`src/rtl/rng_ctrl_pkg.sv`:
```
package rng_ctrl_pkg;
  localparam int ADDR_W = 8;
  localparam logic [ADDR_W-1:0] A_VER  = 8'h00;
  localparam logic [ADDR_W-1:0] A_CMD  = 8'h04;
  localparam logic [ADDR_W-1:0] A_CTRL = 8'h08;
  localparam logic [ADDR_W-1:0] A_STAT = 8'h0C;
  localparam logic [ADDR_W-1:0] A_ERR  = 8'h10;
  localparam logic [ADDR_W-1:0] A_FIFO = 8'h14;

  localparam int CMD_TEST    = 0;
  localparam int CMD_SEED    = 1;
  localparam int CMD_CLR_INT = 4;
  localparam int CMD_CLR_ERR = 5;

  localparam int CTL_AUTO  = 4;
  localparam int CTL_MDONE = 5;
  localparam int CTL_MERR  = 6;

  localparam int ST_TEST = 4;
  localparam int ST_SEED = 5;
  localparam int ST_LVL  = 8;
  localparam int ST_ERR  = 16;
  localparam int LVL_W   = 4;

  localparam logic [31:0] ERR_STAT = 32'h0000_0008;

  typedef enum logic [1:0] {OP_IDLE, OP_SEED, OP_TEST} op_e;
endpackage

```
`src/rtl/rng_ctrl_seq.sv`:
```
module rng_ctrl_seq
  import rng_ctrl_pkg::*;
#(
  parameter int OP_LAT       = 16,
  parameter int RESEED_WORDS = 1 << 20
) (
  input  logic        clk_i,
  input  logic        rst_ni,
  input  logic        start_test_i,
  input  logic        start_seed_i,
  input  logic        clr_int_i,
  input  logic        clr_err_i,
  input  logic        pop_i,
  input  logic        auto_en_i,
  input  logic        force_err_i,
  output logic        st_done_o,
  output logic        seed_done_o,
  output logic [31:0] err_o,
  output logic        gen_en_o
);
  localparam int LAT_W = $clog2(OP_LAT + 1);
  localparam int SRV_W = $clog2(RESEED_WORDS + 1);

  op_e              op_q;
  logic [LAT_W-1:0] cnt_q;
  logic [SRV_W-1:0] served_q;
  logic             seeded_q, st_done_q, seed_done_q;
  logic [31:0]      err_q;
  logic             auto_trig, go_test, go_seed, op_end, seed_end, test_end;

  assign auto_trig = auto_en_i && (served_q == SRV_W'(RESEED_WORDS));
  assign go_test   = (op_q == OP_IDLE) && start_test_i;
  assign go_seed   = (op_q == OP_IDLE) && !start_test_i && (start_seed_i || auto_trig);
  assign op_end    = (op_q != OP_IDLE) && (cnt_q == '0);
  assign seed_end  = op_end && (op_q == OP_SEED);
  assign test_end  = op_end && (op_q == OP_TEST);

  always_ff @(posedge clk_i or negedge rst_ni) begin
    if (!rst_ni) begin
      op_q  <= OP_IDLE;
      cnt_q <= '0;
    end else if (go_test || go_seed) begin
      op_q  <= go_test ? OP_TEST : OP_SEED;
      cnt_q <= LAT_W'(OP_LAT - 1);
    end else if (op_end) begin
      op_q <= OP_IDLE;
    end else if (op_q != OP_IDLE) begin
      cnt_q <= cnt_q - 1'b1;
    end
  end

  // pop counter for automatic reseed, restarts on every seed
  always_ff @(posedge clk_i or negedge rst_ni) begin
    if (!rst_ni) served_q <= '0;
    else if (go_seed) served_q <= '0;
    else if (pop_i && served_q != SRV_W'(RESEED_WORDS)) served_q <= served_q + 1'b1;
  end

  always_ff @(posedge clk_i or negedge rst_ni) begin
    if (!rst_ni) begin
      seeded_q    <= 1'b0;
      err_q       <= '0;
      st_done_q   <= 1'b0;
      seed_done_q <= 1'b0;
    end else begin
      if (seed_end) seeded_q <= !force_err_i;
      if (seed_end && force_err_i) err_q <= ERR_STAT;
      else if (clr_err_i) err_q <= '0;
      // done flags: set wins; clear-int is blocked by a pending error
      if (test_end) st_done_q <= 1'b1;
      else if (clr_err_i || (clr_int_i && err_q == '0)) st_done_q <= 1'b0;
      if (seed_end) seed_done_q <= 1'b1;
      else if (clr_err_i || (clr_int_i && err_q == '0)) seed_done_q <= 1'b0;
    end
  end

  assign st_done_o   = st_done_q;
  assign seed_done_o = seed_done_q;
  assign err_o       = err_q;
  assign gen_en_o    = seeded_q && (op_q != OP_SEED) && (err_q == '0);

  p_busy_ignore_r6: assert property (@(posedge clk_i) disable iff (!rst_ni)
    (op_q != OP_IDLE && cnt_q != '0) |=> op_q == $past(op_q));
  p_err_code_r11: assert property (@(posedge clk_i) disable iff (!rst_ni)
    (err_q == '0) || (err_q == ERR_STAT));
  p_clr_err_r10: assert property (@(posedge clk_i) disable iff (!rst_ni)
    (clr_err_i && !seed_end) |=> err_q == '0);
  p_clr_int_blocked_r9: assert property (@(posedge clk_i) disable iff (!rst_ni)
    (clr_int_i && !clr_err_i && err_q != '0 && seed_done_q) |=> seed_done_q);
endmodule

```
`src/rtl/rng_ctrl_fifo.sv`:
```
module rng_ctrl_fifo #(
  parameter int          DEPTH = 8,
  parameter logic [31:0] SEED  = 32'h2545_F491,
  localparam int         PTR_W = $clog2(DEPTH),
  localparam int         CNT_W = $clog2(DEPTH + 1)
) (
  input  logic             clk_i,
  input  logic             rst_ni,
  input  logic             gen_en_i,
  input  logic             pop_i,
  output logic [31:0]      word_o,
  output logic [CNT_W-1:0] level_o
);
  logic [31:0]      mem_q [DEPTH];
  logic [PTR_W-1:0] wr_q, rd_q;
  logic [CNT_W-1:0] count_q;
  logic [31:0]      lfsr_q, lfsr_d;
  logic             push;

  always_comb begin
    lfsr_d = lfsr_q ^ (lfsr_q << 13);
    lfsr_d = lfsr_d ^ (lfsr_d >> 17);
    lfsr_d = lfsr_d ^ (lfsr_d << 5);
  end

  assign push = gen_en_i && (count_q != CNT_W'(DEPTH));

  always_ff @(posedge clk_i or negedge rst_ni) begin
    if (!rst_ni) begin
      wr_q    <= '0;
      rd_q    <= '0;
      count_q <= '0;
      lfsr_q  <= SEED;
    end else begin
      if (push) begin
        wr_q   <= wr_q + 1'b1;
        lfsr_q <= lfsr_d;
      end
      if (pop_i) rd_q <= rd_q + 1'b1;
      count_q <= count_q + CNT_W'(push) - CNT_W'(pop_i);
    end
  end

  always_ff @(posedge clk_i) begin
    if (push) mem_q[wr_q] <= lfsr_d;
  end

  assign word_o  = mem_q[rd_q];
  assign level_o = count_q;

  p_no_overflow_r4: assert property (@(posedge clk_i) disable iff (!rst_ni)
    count_q <= CNT_W'(DEPTH));
  p_pop_level_r7: assert property (@(posedge clk_i) disable iff (!rst_ni)
    (pop_i && !push) |=> count_q == $past(count_q) - CNT_W'(1));
endmodule

```
`src/rtl/rng_ctrl_regs.sv`:
```
module rng_ctrl_regs
  import rng_ctrl_pkg::*;
#(
  parameter logic [3:0] TYPE_CODE = 4'd2,
  parameter logic [7:0] REV_MAJ   = 8'h01,
  parameter logic [7:0] REV_MIN   = 8'h23,
  parameter int         CNT_W     = 4
) (
  input  logic              clk_i,
  input  logic              rst_ni,
  input  logic              req_i,
  input  logic              we_i,
  input  logic [ADDR_W-1:0] addr_i,
  input  logic [31:0]       wdata_i,
  output logic [31:0]       rdata_o,
  output logic              irq_o,
  output logic              start_test_o,
  output logic              start_seed_o,
  output logic              clr_int_o,
  output logic              clr_err_o,
  output logic              pop_o,
  output logic              auto_en_o,
  input  logic              st_done_i,
  input  logic              seed_done_i,
  input  logic [31:0]       err_i,
  input  logic [CNT_W-1:0]  level_i,
  input  logic [31:0]       word_i
);
  logic        cmd_wr, ctrl_wr, empty;
  logic        auto_q, mdone_q, merr_q;
  logic [31:0] stat;
  logic        unused_wdata;

  assign cmd_wr  = req_i && we_i && (addr_i == A_CMD);
  assign ctrl_wr = req_i && we_i && (addr_i == A_CTRL);
  assign empty   = (level_i == '0);

  assign start_test_o = cmd_wr && wdata_i[CMD_TEST];
  assign start_seed_o = cmd_wr && wdata_i[CMD_SEED];
  assign clr_int_o    = cmd_wr && wdata_i[CMD_CLR_INT];
  assign clr_err_o    = cmd_wr && wdata_i[CMD_CLR_ERR];
  assign pop_o        = req_i && !we_i && (addr_i == A_FIFO) && !empty;
  assign unused_wdata = ^{wdata_i[31:7], wdata_i[3:2]};

  always_ff @(posedge clk_i or negedge rst_ni) begin
    if (!rst_ni) begin
      auto_q  <= 1'b0;
      mdone_q <= 1'b0;
      merr_q  <= 1'b0;
    end else if (ctrl_wr) begin
      auto_q  <= wdata_i[CTL_AUTO];
      mdone_q <= wdata_i[CTL_MDONE];
      merr_q  <= wdata_i[CTL_MERR];
    end
  end

  always_comb begin
    stat = '0;
    stat[ST_TEST] = st_done_i;
    stat[ST_SEED] = seed_done_i;
    stat[ST_LVL +: LVL_W] = LVL_W'(level_i);
    stat[ST_ERR] = (err_i != '0);
  end

  always_comb begin
    rdata_o = '0;
    if (req_i && !we_i) begin
      unique case (addr_i)
        A_VER:   rdata_o = {TYPE_CODE, 12'h000, REV_MAJ, REV_MIN};
        A_CTRL:  rdata_o = {25'd0, merr_q, mdone_q, auto_q, 4'd0};
        A_STAT:  rdata_o = stat;
        A_ERR:   rdata_o = err_i;
        A_FIFO:  rdata_o = empty ? 32'd0 : word_i;
        default: rdata_o = '0;
      endcase
    end
  end

  assign auto_en_o = auto_q;
  assign irq_o = ((st_done_i || seed_done_i) && !mdone_q) || ((err_i != '0) && !merr_q);
endmodule

```
`src/rtl/rng_ctrl_top.sv`:
```
module rng_ctrl_top
  import rng_ctrl_pkg::*;
#(
  parameter int OP_LAT       = 16,
  parameter int DEPTH        = 8,
  parameter int RESEED_WORDS = 1 << 20
) (
  input  logic              clk_i,
  input  logic              rst_ni,
  input  logic              req_i,
  input  logic              we_i,
  input  logic [ADDR_W-1:0] addr_i,
  input  logic [31:0]       wdata_i,
  output logic [31:0]       rdata_o,
  output logic              irq_o,
  input  logic              force_stat_err_i
);
  localparam int CNT_W = $clog2(DEPTH + 1);

  logic              start_test, start_seed, clr_int, clr_err, pop, auto_en;
  logic              st_done, seed_done, gen_en;
  logic [31:0]       err, word;
  logic [CNT_W-1:0]  level;

  rng_ctrl_regs #(.CNT_W(CNT_W)) u_regs (
    .clk_i, .rst_ni, .req_i, .we_i, .addr_i, .wdata_i, .rdata_o, .irq_o,
    .start_test_o(start_test), .start_seed_o(start_seed),
    .clr_int_o(clr_int), .clr_err_o(clr_err), .pop_o(pop), .auto_en_o(auto_en),
    .st_done_i(st_done), .seed_done_i(seed_done), .err_i(err),
    .level_i(level), .word_i(word)
  );

  rng_ctrl_seq #(.OP_LAT(OP_LAT), .RESEED_WORDS(RESEED_WORDS)) u_seq (
    .clk_i, .rst_ni,
    .start_test_i(start_test), .start_seed_i(start_seed),
    .clr_int_i(clr_int), .clr_err_i(clr_err), .pop_i(pop),
    .auto_en_i(auto_en), .force_err_i(force_stat_err_i),
    .st_done_o(st_done), .seed_done_o(seed_done), .err_o(err), .gen_en_o(gen_en)
  );

  rng_ctrl_fifo #(.DEPTH(DEPTH)) u_fifo (
    .clk_i, .rst_ni, .gen_en_i(gen_en), .pop_i(pop), .word_o(word), .level_o(level)
  );
endmodule

```
`config.mk`:
```
export PLATFORM = sky130hd
export DESIGN_NAME = rng_ctrl_top
export DESIGN_NICKNAME = d
export VERILOG_FILES = /design/src/rtl/rng_ctrl_pkg.sv /design/src/rtl/rng_ctrl_seq.sv /design/src/rtl/rng_ctrl_fifo.sv /design/src/rtl/rng_ctrl_regs.sv /design/src/rtl/rng_ctrl_top.sv
export SDC_FILE = /design/constraint.sdc
export NUM_CORES = 1
export LEC_CHECK = 0
export ABC_AREA = 1
export BUFFER_PORTS_ARGS = -buffer_cell sky130_fd_sc_hd__buf_2
export CAP_MARGIN = 20
export CELL_PAD_IN_SITES_DETAIL_PLACEMENT = 2
export CELL_PAD_IN_SITES_GLOBAL_PLACEMENT = 2
export CORE_MARGIN = 2
export CORE_UTILIZATION = 44
export CTS_CLUSTER_DIAMETER = 30
export CTS_CLUSTER_SIZE = 14
export DETAILED_ROUTE_END_ITERATION = 8
export GPL_TIMING_DRIVEN = 0
export PLACE_DENSITY = 0.84
export SYNTH_ARGS = -nofsm -noshare
export SYNTH_HDL_FRONTEND = slang
export SYNTH_SLANG_ARGS = --single-unit
```
`constraint.sdc`:
```
create_clock -name clk_i -period 8.1 [get_ports clk_i]
set_clock_uncertainty 0.2 [all_clocks]
set_input_delay 0 -clock clk_i [delete_from_list [all_inputs] [get_ports clk_i]]
set_output_delay 0 -clock clk_i [all_outputs]
set_load 0.02 [all_outputs]
```
Word level (Yosys, flattened, before mapping)
Memories as Yosys holds them, arrays and structs flattened.
Cells that the tools add are included.
{ "classes": {"n_addsub": 6, "multipliers": 0, "div": 0, "magnitude_cmp": 0, "n_eq_ne": 12, "shift": 0, "mux": 18, "bitwise_logic": 3, "reduce_logical": 50} }
{ "ops": {"columns": ["operator", "n"], "rows": [
  ["one-hot mux 32 bit (5 select lines)", 1],
  ["2-to-1 mux 32 bit", 4],
  ["XOR 32 bit", 2],
  ["2-to-1 mux 21 bit", 2],
  ["logical NOT 32 bit", 1],
  ["nonzero test 32 bit", 1],
  ["XOR 32 x 15 -> 32 bit", 1],
  ["logical AND 1 bit", 25],
  ["adder 21 x 1 -> 21 bit (second input constant)", 1],
  ["== test 21 bit (second input constant)", 1],
  ["inequality test 21 bit (second input constant)", 1],
  ["== test 8 x 4 -> 1 bit (second input constant)", 2],
  ["== test 8 x 5 -> 1 bit (second input constant)", 2],
  ["2-to-1 mux 5 bit", 3],
  ["nonzero test 2 bit", 7],
  ["== test 8 x 3 -> 1 bit (second input constant)", 1],
  ["logical NOT 8 bit", 1],
  ["adder 3 x 1 -> 3 bit (second input constant)", 2],
  ["logical NOT 1 bit", 6],
  ["2-to-1 mux 2 bit", 3],
  ["logical NOT 5 bit", 1],
  ["logical OR 1 bit", 5],
  ["2-to-1 mux 1 bit", 5],
  ["subtractor 5 x 1 -> 5 bit (second input constant)", 1],
  ["10 further kinds", 10]
]} }
{ "totals": {"reg_bits": 108, "latchBits": 0, "ramBits": 256, "romBits": 0, "inputBits": 45, "output_inout_bits": 33, "word_cells": 104, "mem_count": 1} }
{ "mem_list": {"columns": ["name", "words", "word_bits", "read_ports", "rd_clocked_by_memory_dff", "write_ports", "line_no", "text"], "rows": [
  ["u_fifo.mem_q", 8, 32, 1, 0, 1, "rng_ctrl_fifo.sv:14", "logic [31:0] mem_q [DEPTH];"]
]} }

Longest topological paths before layout
Gate-level depths: netlist of the first run.
{ "logic_depth": {"ltp_word": 9, "ltp_mapped": 12, "ltp_nobuf": 11} }

Cells and area by module
From an unflattened synthesis of the first run, not the netlist that was laid out.
{ "hier_totals": {"cells_unflattened": 1682, "hier_area_um2": 16041.6} }
{ "modules_own_cells": {"columns": ["mod", "instances", "cells_each", "area_each_um2", "seq_area_each_um2"], "rows": [
  ["rng_ctrl_fifo", 1, 1140, 12639.6, 8755.9],
  ["rng_ctrl_seq", 1, 314, 2235.9, 800.8],
  ["rng_ctrl_regs", 1, 228, 1166.1, 75.1]
]} }

Worst setup path after synthesis of the first run
No wires, ideal clock.
{ "synth_path": {"path_kind": "register to register", "from": "register u_fifo.count_q[2] (netlist: u_fifo.level_o[2])", "to": "memory u_fifo.mem_q[0][0] (enable)", "setup_time_ps": 421, "arrival_time_ps": 2504, "t_required_ps": 7479, "path_slack_ps": 4975, "path_stages_with_launch": 6, "path_buffers": 0, "synth_period_minus_slack_ps": 3125, "path_cell_list": "dfrtp_1 > inv_1 > ha_1 > a31o_2 > or2_2 > nor2_1"} }
{ "synth_between": {"elab_chain_len": 4} }
{ "synth_lines": {"columns": ["item", "line_no", "text"], "rows": [
  ["start, declared", "rng_ctrl_fifo.sv:16", "logic [CNT_W-1:0] count_q;"],
  ["start signal, assigned", "rng_ctrl_fifo.sv:40", "count_q <= count_q + CNT_W'(push) - CNT_W'(pop_i);"],
  ["inequality test 4 bit", "rng_ctrl_fifo.sv:26", "assign push = gen_en_i && (count_q != CNT_W'(DEPTH));"],
  ["logical AND 1 bit", "rng_ctrl_fifo.sv:26", null],
  ["2-to-1 mux 1 bit", "rng_ctrl_fifo.sv:45", "if (push) mem_q[wr_q] <= lfsr_d;"],
  ["2-to-1 mux 1 bit (implied by the code)", "rng_ctrl_fifo.sv:45", null],
  ["end, declared", "rng_ctrl_fifo.sv:14", null]
]} }
No other way between the ends.

Worst setup path after layout of the first run
{ "layout_path": {"from": "input addr_i[4]", "to": "output rdata_o[6]"} }
{ "layout_between": {"elab_chain_len": 3, "word_cells_on_any_way": 7, "classes_between": "4 x eq/ne; 2 x mux; 1 x reduce/logical"} }
{ "layout_lines": {"columns": ["item", "line_no", "text"], "rows": [
  ["start, declared", "rng_ctrl_top.sv:12", "input logic [ADDR_W-1:0] addr_i,"],
  ["== test 8 x 5 -> 1 bit, or another cell as far along", "rng_ctrl_regs.sv:68", "unique case (addr_i)"],
  ["one-hot mux 32 bit (5 select lines) (*)", "rng_ctrl_regs.sv:68", null],
  ["2-to-1 mux 32 bit (*)", "rng_ctrl_regs.sv:67", "if (req_i && !we_i) begin"],
  ["end, declared", "rng_ctrl_top.sv:14", "output logic [31:0] rdata_o,"]
]} }
Every way passes the cells marked *; elsewhere a longest branch is shown, timed or not.

==> impl_metrics.yaml, run 1 <==
run_status:
  status: "complete, no violations"
global_route:
  grt_pass1_vias: 14600
  grtUsageMet2: 0.742
  grt_max_degree: 48
  grt_use_met3: 0.0883
  antenna_found_initial: 2
  grt_pass1_wl_mm: 110
  grt.busiest_layer: "met2"
  gr-usage-all-layers: 0.443
  overflow: 0
  use_met1: 0.520
sta:
  drv_slew: 0
  fmax_mhz: 260
  maxSlewHeadroom: 0.137
  finalHoldViolCount: 0
  tns_ps: 0
  rsz0062_at_grt: "false"
  period_needed_ps: 3850
  finalWorstSetupSlack_ps: 4250
  timing.final.crit_share: 0.476
  worst_pin_slew_ps: 1290
  setup_viol: 0
logic_synthesis:
  yosys_warnings: 0
  synthArstFlopShare: 0.231
  synth_edf_count: 256
  synth_adder_area_share: 0.0115
  synthesis.area_mm2: 0.0149
  synth_cell_types: 46
  syn-num-nets: 1411
  synth_compound_area_frac: 0.0888
  synth.yosys.seq_area_share: 0.649
  synth-simple-area-share: 0.161
  synth_mux_area_frac: 0
  synth_top_family_by_area: "simple AND/OR/NAND/NOR gates"
  synth_cells: 1353
  syn_area_per_cell_um2: 11.0
  synth_flop_cell: "edfxtp_1"
  synth.ff_latch_count: 333
  synthXorXnorAreaFrac: 0.0505
setup_path:
  cp_cell_sequence: "dlygate4sd3_1 -> buf_2 -> nand3_1 -> dlygate4sd3_1 -> nor2_1 -> dlygate4sd3_1 -> nand2_2 -> inv_1 -> buf_2 -> nand3_1 -> a21oi_1 -> buf_2"
  r2r-end: "u_seq.op_q[0]"
  r2r_slack_ps: 4760
  r2r-start: "u_seq.served_q[0]"
  cp.required_ps: 7900
  crit_family: "buffers and inverters"
  arrival_ps: 3650
  path_buf_inv: 7
  crit_type: "in -> out"
  critPathLaunchType: "input pin"
  reg2reg_depth: 10
  critPathCaptureType: "primary output"
  slowest_stage: "dlygate4sd3_1"
  cp_max_fo: 10
  max_stage_delay_ps: 680
routing:
  drt_iter0_drc: 1883
  vias_per_cell: 6.67
  post_drt_wl_per_cell_um: 39.0
  drc: 0
  wirelength_mm: 79.5
  first_pass_iters: 7
  antenna_left: 0
  via_count: 13600
finish:
  multi_input_area_mm2: 0.00469
  drive_gt1_frac: 0.178
  layout_common_cells: "edfxtp_1 (256), nor2_1 (243), nand2_1 (224)"
  seqCellArea_mm2: 0.00963
  final_common_cell: "edfxtp_1"
  n_fill_cell: 3175
  syn2layout_area_growth_pct: 27.8
  nets: 1583
placement:
  hpwl_mm: 35.9
  dp_worst_setup_slack_ps: 5340
  place_congestion: 0.803
  port-buffer-count: 50
clock_tree:
  cts.clk_slew.worst_paths_ps: 50
  cts.sinks: 333
  h-tree-depth: 3
  cts_resized: 0
  insertion_delay_ps: 620
  cts_setup_buffers: 0
  ctsHoldBuffers: 24
  clockBufferDepth: 3
  cts_tree: "done"
  cts-root-buf: "clkbuf_16"
  cts_made_buffers: 78
hold_path:
  holdCritStartpoint: "req_i"
  min_path_cells: 9
  worstHoldPathType: "in -> reg"
  min_to: "u_seq.served_q[3]"
pwr:
  power_w: 0.00556
  power.density_mw_per_mm2: 293
  peakVddDrop_uv: 342
  p_leak_nw: 6.86
flow_run:
  cap_viol_max_count: 0
floorplanning:
  die_x_um: 188
  ios: 78
  dieArea_mm2: 0.0352
  die_h_um: 188
  rows: 67
  initial_core_util: 0.445
  core-area_mm2: 0.0334
[per-layer routing]
metal	wire [um]	up-vias
li1	-	5093
met1	28300	6995
met2	38400	1114
met3	6680	410
met4	6210	0
met5	0	-
[area by class of cell]
class	instances	share of cell area
clock inverters	58	0.0379
clock buffers	87	0.107
plain buffers	68	0.0190
multi-input cells	892	0.247
repair buffers	92	0.0399
diodes	2	0.000264
well taps	448	0.0295
inverters	60	0.0120
flip-flops and latches	333	0.507
[cell families (layout without fill, tap and decap cells)]
group | after synthesis | count (layout)
other | 0 | 2
xor gates and xnor gates | 77 | 77
AOI/OAI and AO/OA | 227 | 227
and+or+nand+nor | 575 | 575
adders and majority gates | 13 | 13
DFF | 333 | 333
buffers and inverters | 128 | 365
[cell usage after synthesis, types with 2 or more instances]
| cell | count | area [um2] |
|---|---|---|
| nand2_2 | 2 | 12.5 |
| nor2_1 | 251 | 942 |
| a31oi_1 | 23 | 144 |
| buf_2 | 17 | 85.1 |
| nand3_2 | 7 | 70.1 |
| inv_1 | 55 | 206 |
| dfstp_2 | 14 | 368 |
| xor2_1 | 51 | 447 |
| nand2_1 | 224 | 841 |
| nand4_1 | 12 | 75.1 |
| buf_4 | 6 | 45.0 |
| ha_1 | 12 | 150 |
| o211ai_1 | 14 | 105 |
| nand3b_1 | 3 | 22.5 |
| o221ai_1 | 29 | 254 |
| buf_1 | 4 | 15.0 |
| dfrtp_1 | 63 | 1580 |
| nor3_1 | 4 | 20.0 |
| edfxtp_1 | 256 | 7690 |
| o21ai_1 | 3 | 15.0 |
| nand3_1 | 62 | 310 |
| nor2_2 | 2 | 12.5 |
| o21ai_0 | 140 | 701 |
| xnor2_1 | 16 | 140 |
| a21oi_1 | 14 | 70.1 |
| clkbuf_1 | 33 | 124 |
| buf_6 | 6 | 67.6 |
| inv_2 | 3 | 11.3 |
| xnor2_2 | 10 | 163 |
[metrics by stage]
| step | util | area (um2) | hold slack [ps] | instances |
|---|---|---|---|---|
| 4_1_cts | 0.567 | 18900 | 35.6 | 2029 |
| 5_1_grt | 0.569 | 19000 | 120 | 2038 |
| 3_3_place_gp | 0.469 | 15700 | 41.0 | 1851 |
| 6_report | 0.569 | 19000 | 120 | 2040 |
| 3_5_place_dp | 0.477 | 15900 | -211 | 1860 |
| 2_1_floorplan | - | 14900 | -496 | 1353 |
[where the power goes]
part	total (W)	internal [W]	leakage, nW	switching (W)
combinational	0.000178	0.0000477	2.70	0.000131
clock	0.00353	0.00227	1.33	0.00127
sequential	0.00185	0.00183	2.83	0.0000154
total	0.00556	0.00415	6.86	0.00141
[worst max path at each step]
stage	from	endpoint	slack [ps]	cells after the start
2_1_floorplan	u_fifo.level_o[2]	u_fifo.mem_q[0][0]	4970	5
3_3_place_gp	u_seq.err_o[3]	u_fifo.mem_q[2][12]	3380	5
3_5_place_dp	u_fifo.level_o[2]	u_fifo.level_o[2]	5340	11
4_1_cts	addr_i[4]	rdata_o[10]	4680	12
5_1_grt	addr_i[4]	rdata_o[6]	4260	12
6_report	addr_i[4]	rdata_o[6]	4250	12
[registers in the layout (all words and copies together) (netlist names)]
signal and flops:
u_regs.mdone_q 1, u_seq.seeded_q 1, u_regs.merr_q 1, u_seq.seed_done_o 1
u_seq.cnt_q 5, u_regs.auto_en_o 1, u_seq.served_q 21, u_fifo.rd_q 3
u_seq.op_q 2, u_fifo.wr_q 3, u_seq.err_o 1, u_fifo.level_o 4
u_seq.st_done_o 1, u_fifo.mem_q 256, u_fifo.lfsr_q 32
[worst register-to-register path: stages, from the launching register on]
cell and delay (ps):
dfrtp_1 510, inv_1 120, ha_1 260, nand2_1 100, nor2_1 70, nand3_1 170
o21ai_1 110, nand2_2 100, dlygate4sd3_1 860, nand2_1 160, dlygate4sd3_1 590
Power figures use the tool's default switching activity.
==> run 2: changes to the inputs <==
--- a/config.mk
+++ b/config.mk
@@ -11,12 +11,12 @@
 export CELL_PAD_IN_SITES_DETAIL_PLACEMENT = 2
 export CELL_PAD_IN_SITES_GLOBAL_PLACEMENT = 2
 export CORE_MARGIN = 2
-export CORE_UTILIZATION = 44
+export CORE_UTILIZATION = 41
 export CTS_CLUSTER_DIAMETER = 30
 export CTS_CLUSTER_SIZE = 14
 export DETAILED_ROUTE_END_ITERATION = 8
 export GPL_TIMING_DRIVEN = 0
-export PLACE_DENSITY = 0.84
+export PLACE_DENSITY = 0.79
 export SYNTH_ARGS = -nofsm -noshare
 export SYNTH_HDL_FRONTEND = slang
 export SYNTH_SLANG_ARGS = --single-unit
==> constraint.sdc (replaced) <==
create_clock -name clk_i -period 4.03 [get_ports clk_i]
set_clock_uncertainty 0.2 [all_clocks]
set_input_delay 0 -clock clk_i [delete_from_list [all_inputs] [get_ports clk_i]]
set_output_delay 0 -clock clk_i [all_outputs]
set_load 0.02 [all_outputs]
==> run 2 against run 1 <==
  * Final area barely moved
  * Via count fell by 8.9%
  * Core utilization fell by 3.7 points
  * Combinational power rose by 93%
  * Sequential power rose by 100%
  * Critical endpoint is now rdata_o[8]
  * Highest routed layer unchanged
==> impl_metrics.yaml, run 2 (synthesis results as in run 1) <==
placement:
  place_congestion: 0.808
  hpwl_mm: 34.2
  placed_area_mm2: 0.0159
  port-buffer-count: 50
  dpl.cell_count: 1873
setup_path:
  slowest_stage: "dlygate4sd3_1"
  cp_max_fo: 10
  max_stage_delay_ps: 650
  critPathLaunchType: "input pin"
  r2r-end: "u_fifo.mem_q[1][14]"
  r2r_slack_ps: 850
  reg2reg_depth: 7
  arrival_ps: 3690
  cp.required_ps: 3830
  cp_cell_sequence: "dlygate4sd3_1 -> buf_2 -> nor2_2 -> dlygate4sd3_1 -> nand3_2 -> dlygate4sd3_1 -> nor2_1 -> nand2_2 -> inv_1 -> buf_2 -> nand3_1 -> a31oi_1 -> buf_2"
  crit_type: "in -> out"
  critPathCaptureType: "primary output"
  r2r-start: "u_seq.err_o[3]"
run_status:
  status: "complete, no violations"
sta:
  period_needed_ps: 3890
  worst_pin_slew_ps: 1230
  fmax_mhz: 257
  finalHoldViolCount: 0
  rsz0062_at_grt: "false"
  setup_viol: 0
  drv_slew: 0
  tns_ps: 0
  maxSlewHeadroom: 0.179
  timing.final.crit_share: 0.966
finish:
  largestRegisters: "u_fifo.mem_q: 256 flops, u_fifo.lfsr_q: 32 flops, u_seq.served_q: 21 flops"
  fin_util: 0.532
  nets: 1582
  drive_gt1_frac: 0.178
  syn2layout_area_growth_pct: 27.7
  largest_register_ffs: 256
  layout_common_cells: "edfxtp_1 (256), nor2_1 (243), nand2_1 (224)"
  finalInstanceArea_mm2: 0.0190
  top_register: "u_fifo.mem_q"
  stdcell_count: 2050
  final_common_cell: "edfxtp_1"
  antenna-diode-count: 0
routing:
  drt_iter0_drc: 1094
  wirelength_mm: 65.9
  drc: 0
  vias_per_cell: 6.05
  first_pass_iters: 7
  post_drt_wl_per_cell_um: 32.1
  via_count: 12400
  antenna_left: 0
clock_tree:
  insertion_delay_ps: 620
  cts_tree: "done"
  clockBufferDepth: 3
  cts-root-buf: "clkbuf_16"
  cts.sinks: 333
  h-tree-depth: 3
  cts_made_buffers: 81
  cts_setup_buffers: 0
  cts.clk_slew.worst_paths_ps: 60
floorplanning:
  rows: 69
  core-area_mm2: 0.0357
  die_h_um: 194
  initial_core_util: 0.417
  dieArea_mm2: 0.0378
  die_x_um: 194
  ios: 78
global_route:
  grt_pass1_vias: 14300
  grt_max_degree: 49
  overflow: 0
  antenna_found_initial: 1
  gr-usage-all-layers: 0.354
  grt_pass1_wl_mm: 96.9
pwr:
  power_w: 0.0108
  peakVddDrop_uv: 378
  power.density_mw_per_mm2: 571
  p_leak_nw: 6.84
hold_path:
  worstHoldPathType: "in -> reg"
  holdCritStartpoint: "req_i"
  min_path_cells: 9
  min_to: "u_seq.served_q[3]"
flow_run:
  cap_viol_max_count: 0
## run 2: worst max-delay path by stage
stage | startpoint | to | cells past startpoint
floorplan | u_fifo.level_o[2] | u_fifo.mem_q[0][0] | 5
global placement | u_seq.op_q[0] | u_fifo.mem_q[2][13] | 5
detailed placement | u_seq.op_q[0] | u_fifo.mem_q[1][19] | 7
CTS | addr_i[0] | u_seq.served_q[8] | 14
global route | addr_i[0] | rdata_o[8] | 13
finish | addr_i[0] | rdata_o[8] | 13
## run 2: power by group
group,total (W),internal [W],leakage (nW),switching (W)
Clock,0.00676,0.00443,1.32,0.00233
Combinational,0.000344,0.0000975,2.85,0.000247
Sequential,0.00372,0.00369,2.68,0.0000287
Total,0.0108,0.00822,6.84,0.00261
## run 2: final cells by class
class                      count  area, um2
buffer                        68        362
inverter                      60        230
clock buffer                  91       2120
clock inverter                57        609
fill                        3432      16700
tap                          461        577
sequential                   333       9630
timing repair buffer          88        743
multi-input combinational    892       4690
## run 2: what timing repair did
item	CTS	global route
hold endpoints to repair	112	0
gates resized for setup	0	2
hold buffers	25	0
endpoints found under the setup margin	0	14
## run 2: layer usage
layer,part of all wire,global-route usage
met3,0.064,0.0760
met1,0.38,0.404
met5,0,0
met2,0.50,0.617
met4,0.056,0.202
## run 2: metrics by stage
stage,hold WS (ps),setup slack [ps]
5_1_grt,120,28.8
4_1_cts,46.0,130
6_report,52.9,135
3_5_place_dp,-215,1160
2_1_floorplan,-496,905
3_3_place_gp,40.4,-656
## run 2: worst max-delay path, delay by kind of cell
kind	cells	cell delay (ps)
and+or+nand+nor	5	740
AOI/OAI and AO/OA	1	290
buffers and inverters	7	2650
==> run 3: changes to the inputs <==
--- a/config.mk
+++ b/config.mk
@@ -5,14 +5,13 @@
 export SDC_FILE = /design/constraint.sdc
 export NUM_CORES = 1
 export LEC_CHECK = 0
-export ABC_AREA = 1
 export BUFFER_PORTS_ARGS = -buffer_cell sky130_fd_sc_hd__buf_2
 export CAP_MARGIN = 20
 export CELL_PAD_IN_SITES_DETAIL_PLACEMENT = 2
 export CELL_PAD_IN_SITES_GLOBAL_PLACEMENT = 2
 export CORE_MARGIN = 2
-export CORE_UTILIZATION = 41
-export CTS_CLUSTER_DIAMETER = 30
+export CORE_UTILIZATION = 45
+export CTS_CLUSTER_DIAMETER = 40
 export CTS_CLUSTER_SIZE = 14
 export DETAILED_ROUTE_END_ITERATION = 8
 export GPL_TIMING_DRIVEN = 0
==> run 3 against run 2 <==
  * Final area is 9.9% lower
  * Register-to-register slack worse by 710 ps
  * Worst hold slack better by 23 ps
  * Die area fell by 13%
  * Global-route usage fell by 5.7 points
  * Critical path depth is 1 lower
  * Cell count decreased by 28%
  * Highest routed layer unchanged
==> impl_metrics.yaml, run 3 <==
finish:
  antenna-diode-count: 0
  top_register: "u_fifo.mem_q"
  final_common_cell: "edfxtp_1"
  syn2layout_area_growth_pct: 20.9
  drive_gt1_frac: 0.255
  largestRegisters: "u_fifo.mem_q: 256 flops, u_fifo.lfsr_q: 32 flops, u_seq.served_q: 21 flops"
  multi_input_area_mm2: 0.00436
  seqCellArea_mm2: 0.00963
  fin_util: 0.556
  n_fill_cell: 2739
  nets: 1092
  layout_common_cells: "edfxtp_1 (256), nand2_1 (115), mux4_2 (64)"
  largest_register_ffs: 256
pwr:
  peakVddDrop_uv: 356
  p_leak_nw: 6.09
  power.density_mw_per_mm2: 479
  power_w: 0.00819
setup_path:
  cp.required_ps: 4240
  arrival_ps: 4100
  critPathCaptureType: "flip-flop"
  r2r_slack_ps: 140
  reg2reg_depth: 12
  crit_type: "reg -> reg"
  r2r-start: "u_fifo.level_o[2]"
  cp_max_fo: 10
  cp-startpoint: "u_fifo.level_o[2]"
  endpoint: "u_fifo.level_o[2]"
  critPathLaunchType: "flip-flop"
  r2r-end: "u_fifo.level_o[2]"
logic_synthesis:
  syn-num-nets: 944
  synth_cells: 886
  synth_cell_types: 51
  yosys_warnings: 0
  synth_edf_count: 256
  synth.yosys.seq_area_share: 0.681
  yosys-top-cells-area: "edfxtp_1 (54%), dfrtp_1 (11%), mux4_2 (10%)"
  synth_largest_area_cell: "edfxtp_1"
  synth.ff_latch_count: 333
  synth_most_common_cell: "edfxtp_1"
  synth_flop_cell: "edfxtp_1"
  synth_common_cells: "edfxtp_1 (256), nand2_1 (115), mux4_2 (64), dfrtp_1 (63), xnor2_1 (60)"
  syn_area_per_cell_um2: 16.0
  yosys.area.top_type_share: 0.544
  synthArstFlopShare: 0.231
  synthesis.area_mm2: 0.0141
routing:
  drc: 0
  via_count: 8806
  antenna_left: 0
  vias_per_cell: 6.00
  post_drt_wl_per_cell_um: 32.2
  first_pass_iters: 5
  wirelength_mm: 47.2
  drt_iter0_drc: 689
global_route:
  antenna_found_initial: 0
  gr-usage-all-layers: 0.297
  grt_pass1_vias: 10100
  overflow: 0
  grt_pass1_wl_mm: 70.5
  grt_max_degree: 46
sta:
  finalHoldViolCount: 0
  period_needed_ps: 3890
  worst_pin_slew_ps: 1150
  fmax_mhz: 257
  tns_ps: 0
  finalWorstSetupSlack_ps: 137
  rsz0062_at_grt: "false"
  maxSlewHeadroom: 0.232
  drv_slew: 0
  timing.final.crit_share: 0.966
  setup_viol: 0
placement:
  port-buffer-count: 49
  place_congestion: 0.754
  dp_worst_setup_slack_ps: 326
  hpwl_mm: 27.4
floorplanning:
  initial_core_util: 0.460
  dieArea_mm2: 0.0328
  rows: 64
  die_h_um: 181
  ios: 78
  core-area_mm2: 0.0307
  die_x_um: 181
clock_tree:
  cts.clk_slew.worst_paths_ps: 50
  cts_setup_buffers: 0
  cts_tree: "done"
  h-tree-depth: 2
  cts.sinks: 333
  clockBufferDepth: 3
  cts-root-buf: "clkbuf_16"
  insertion_delay_ps: 570
  cts_made_buffers: 45
hold_path:
  min_path_cells: 6
  worstHoldPathType: "in -> reg"
run_status:
  status: "complete, no violations"
flow_run:
  cap_viol_max_count: 0
run 3: changes by cell type after synthesis, sizes merged, moves of 39 or more:
cell and delta:
nor2 -204, o21ai -133, nand2 -112, mux4 +64, nand3 -59, inv -39
run 3: repair_timing:
action	CTS	global route
endpoints found under the hold margin	112	0
gates resized for setup	0	2
hold buffers	25	0
setup endpoints to repair	0	7
run 3: area by class of cell:
type	count	share of cell area
multi-input cells	498	0.255
flip-flops and latches	333	0.564
well taps	396	0.0290
clock buffers	60	0.0734
repair buffers	101	0.0499
plain buffers	35	0.00835
inverters	20	0.00439
clock inverters	24	0.0160
run 3: metal layers:
layer / GRT usage / part of all wire / up-vias
met2: 0.520 / 0.52 / 319
met3: 0.0357 / 0.044 / 106
met4: 0.107 / 0.033 / 0
li1: - / - / 3655
met5: 0 / 0 / -
met1: 0.383 / 0.40 / 4726
run 3: metrics by stage:
step | std cells | hold slack [ps] | instance area, um2
after CTS | 1464 | 60.2 | 17100
after global routing | 1467 | 85.0 | 17100
final | 1467 | 75.6 | 17100
after global placement | 1331 | 10.4 | 14900
after detailed placement | 1355 | -202 | 15300
after floorplan | 886 | -496 | 14200
run 3: how the worst min path moves through the flow:
stage / from / slack [ps] / end
after CTS: force_stat_err_i / 60 / u_seq.seeded_q
final: addr_i[4] / 80 / u_seq.served_q[5]
after detailed placement: rst_ni / -200 / u_seq.served_q[17]
after global routing: force_stat_err_i / 80 / u_seq.seeded_q
after floorplan: rst_ni / -500 / u_fifo.level_o[0]
after global placement: force_stat_err_i / 10 / u_seq.seeded_q
run 3: kinds of logic (layout without fill, tap and decap cells):
| logic type | count (synthesis) | count (layout) | share of synthesized area |
|---|---|---|---|
| multiplexers | 103 | 103 | 0.131 |
| XOR/XNOR | 87 | 87 | 0.0539 |
| AO/OA/AOI/OAI | 57 | 57 | 0.0251 |
| AND/OR/NAND/NOR | 238 | 238 | 0.0813 |
| buffers and inverters | 55 | 240 | 0.0154 |
| flip-flops | 333 | 333 | 0.681 |
| adder cells (fa/ha/maj) | 13 | 13 | 0.0120 |
run 3: worst max-delay path, stage by stage (launching register included):
cell and delay [ps]:
dfrtp_1 400, inv_1 120, ha_1 210, or3b_2 510, and3_1 270, buf_2 220, nand2_1 350, inv_1 250
ha_1 360, inv_1 50, ha_1 210, fa_1 420, xor2_1 190
run 3: power breakdown:
| group | internal, W | total (W) | switching, W |
|---|---|---|---|
| Combinational | 0.000136 | 0.000316 | 0.000180 |
| Clock | 0.00248 | 0.00413 | 0.00165 |
| Sequential | 0.00370 | 0.00374 | 0.0000437 |
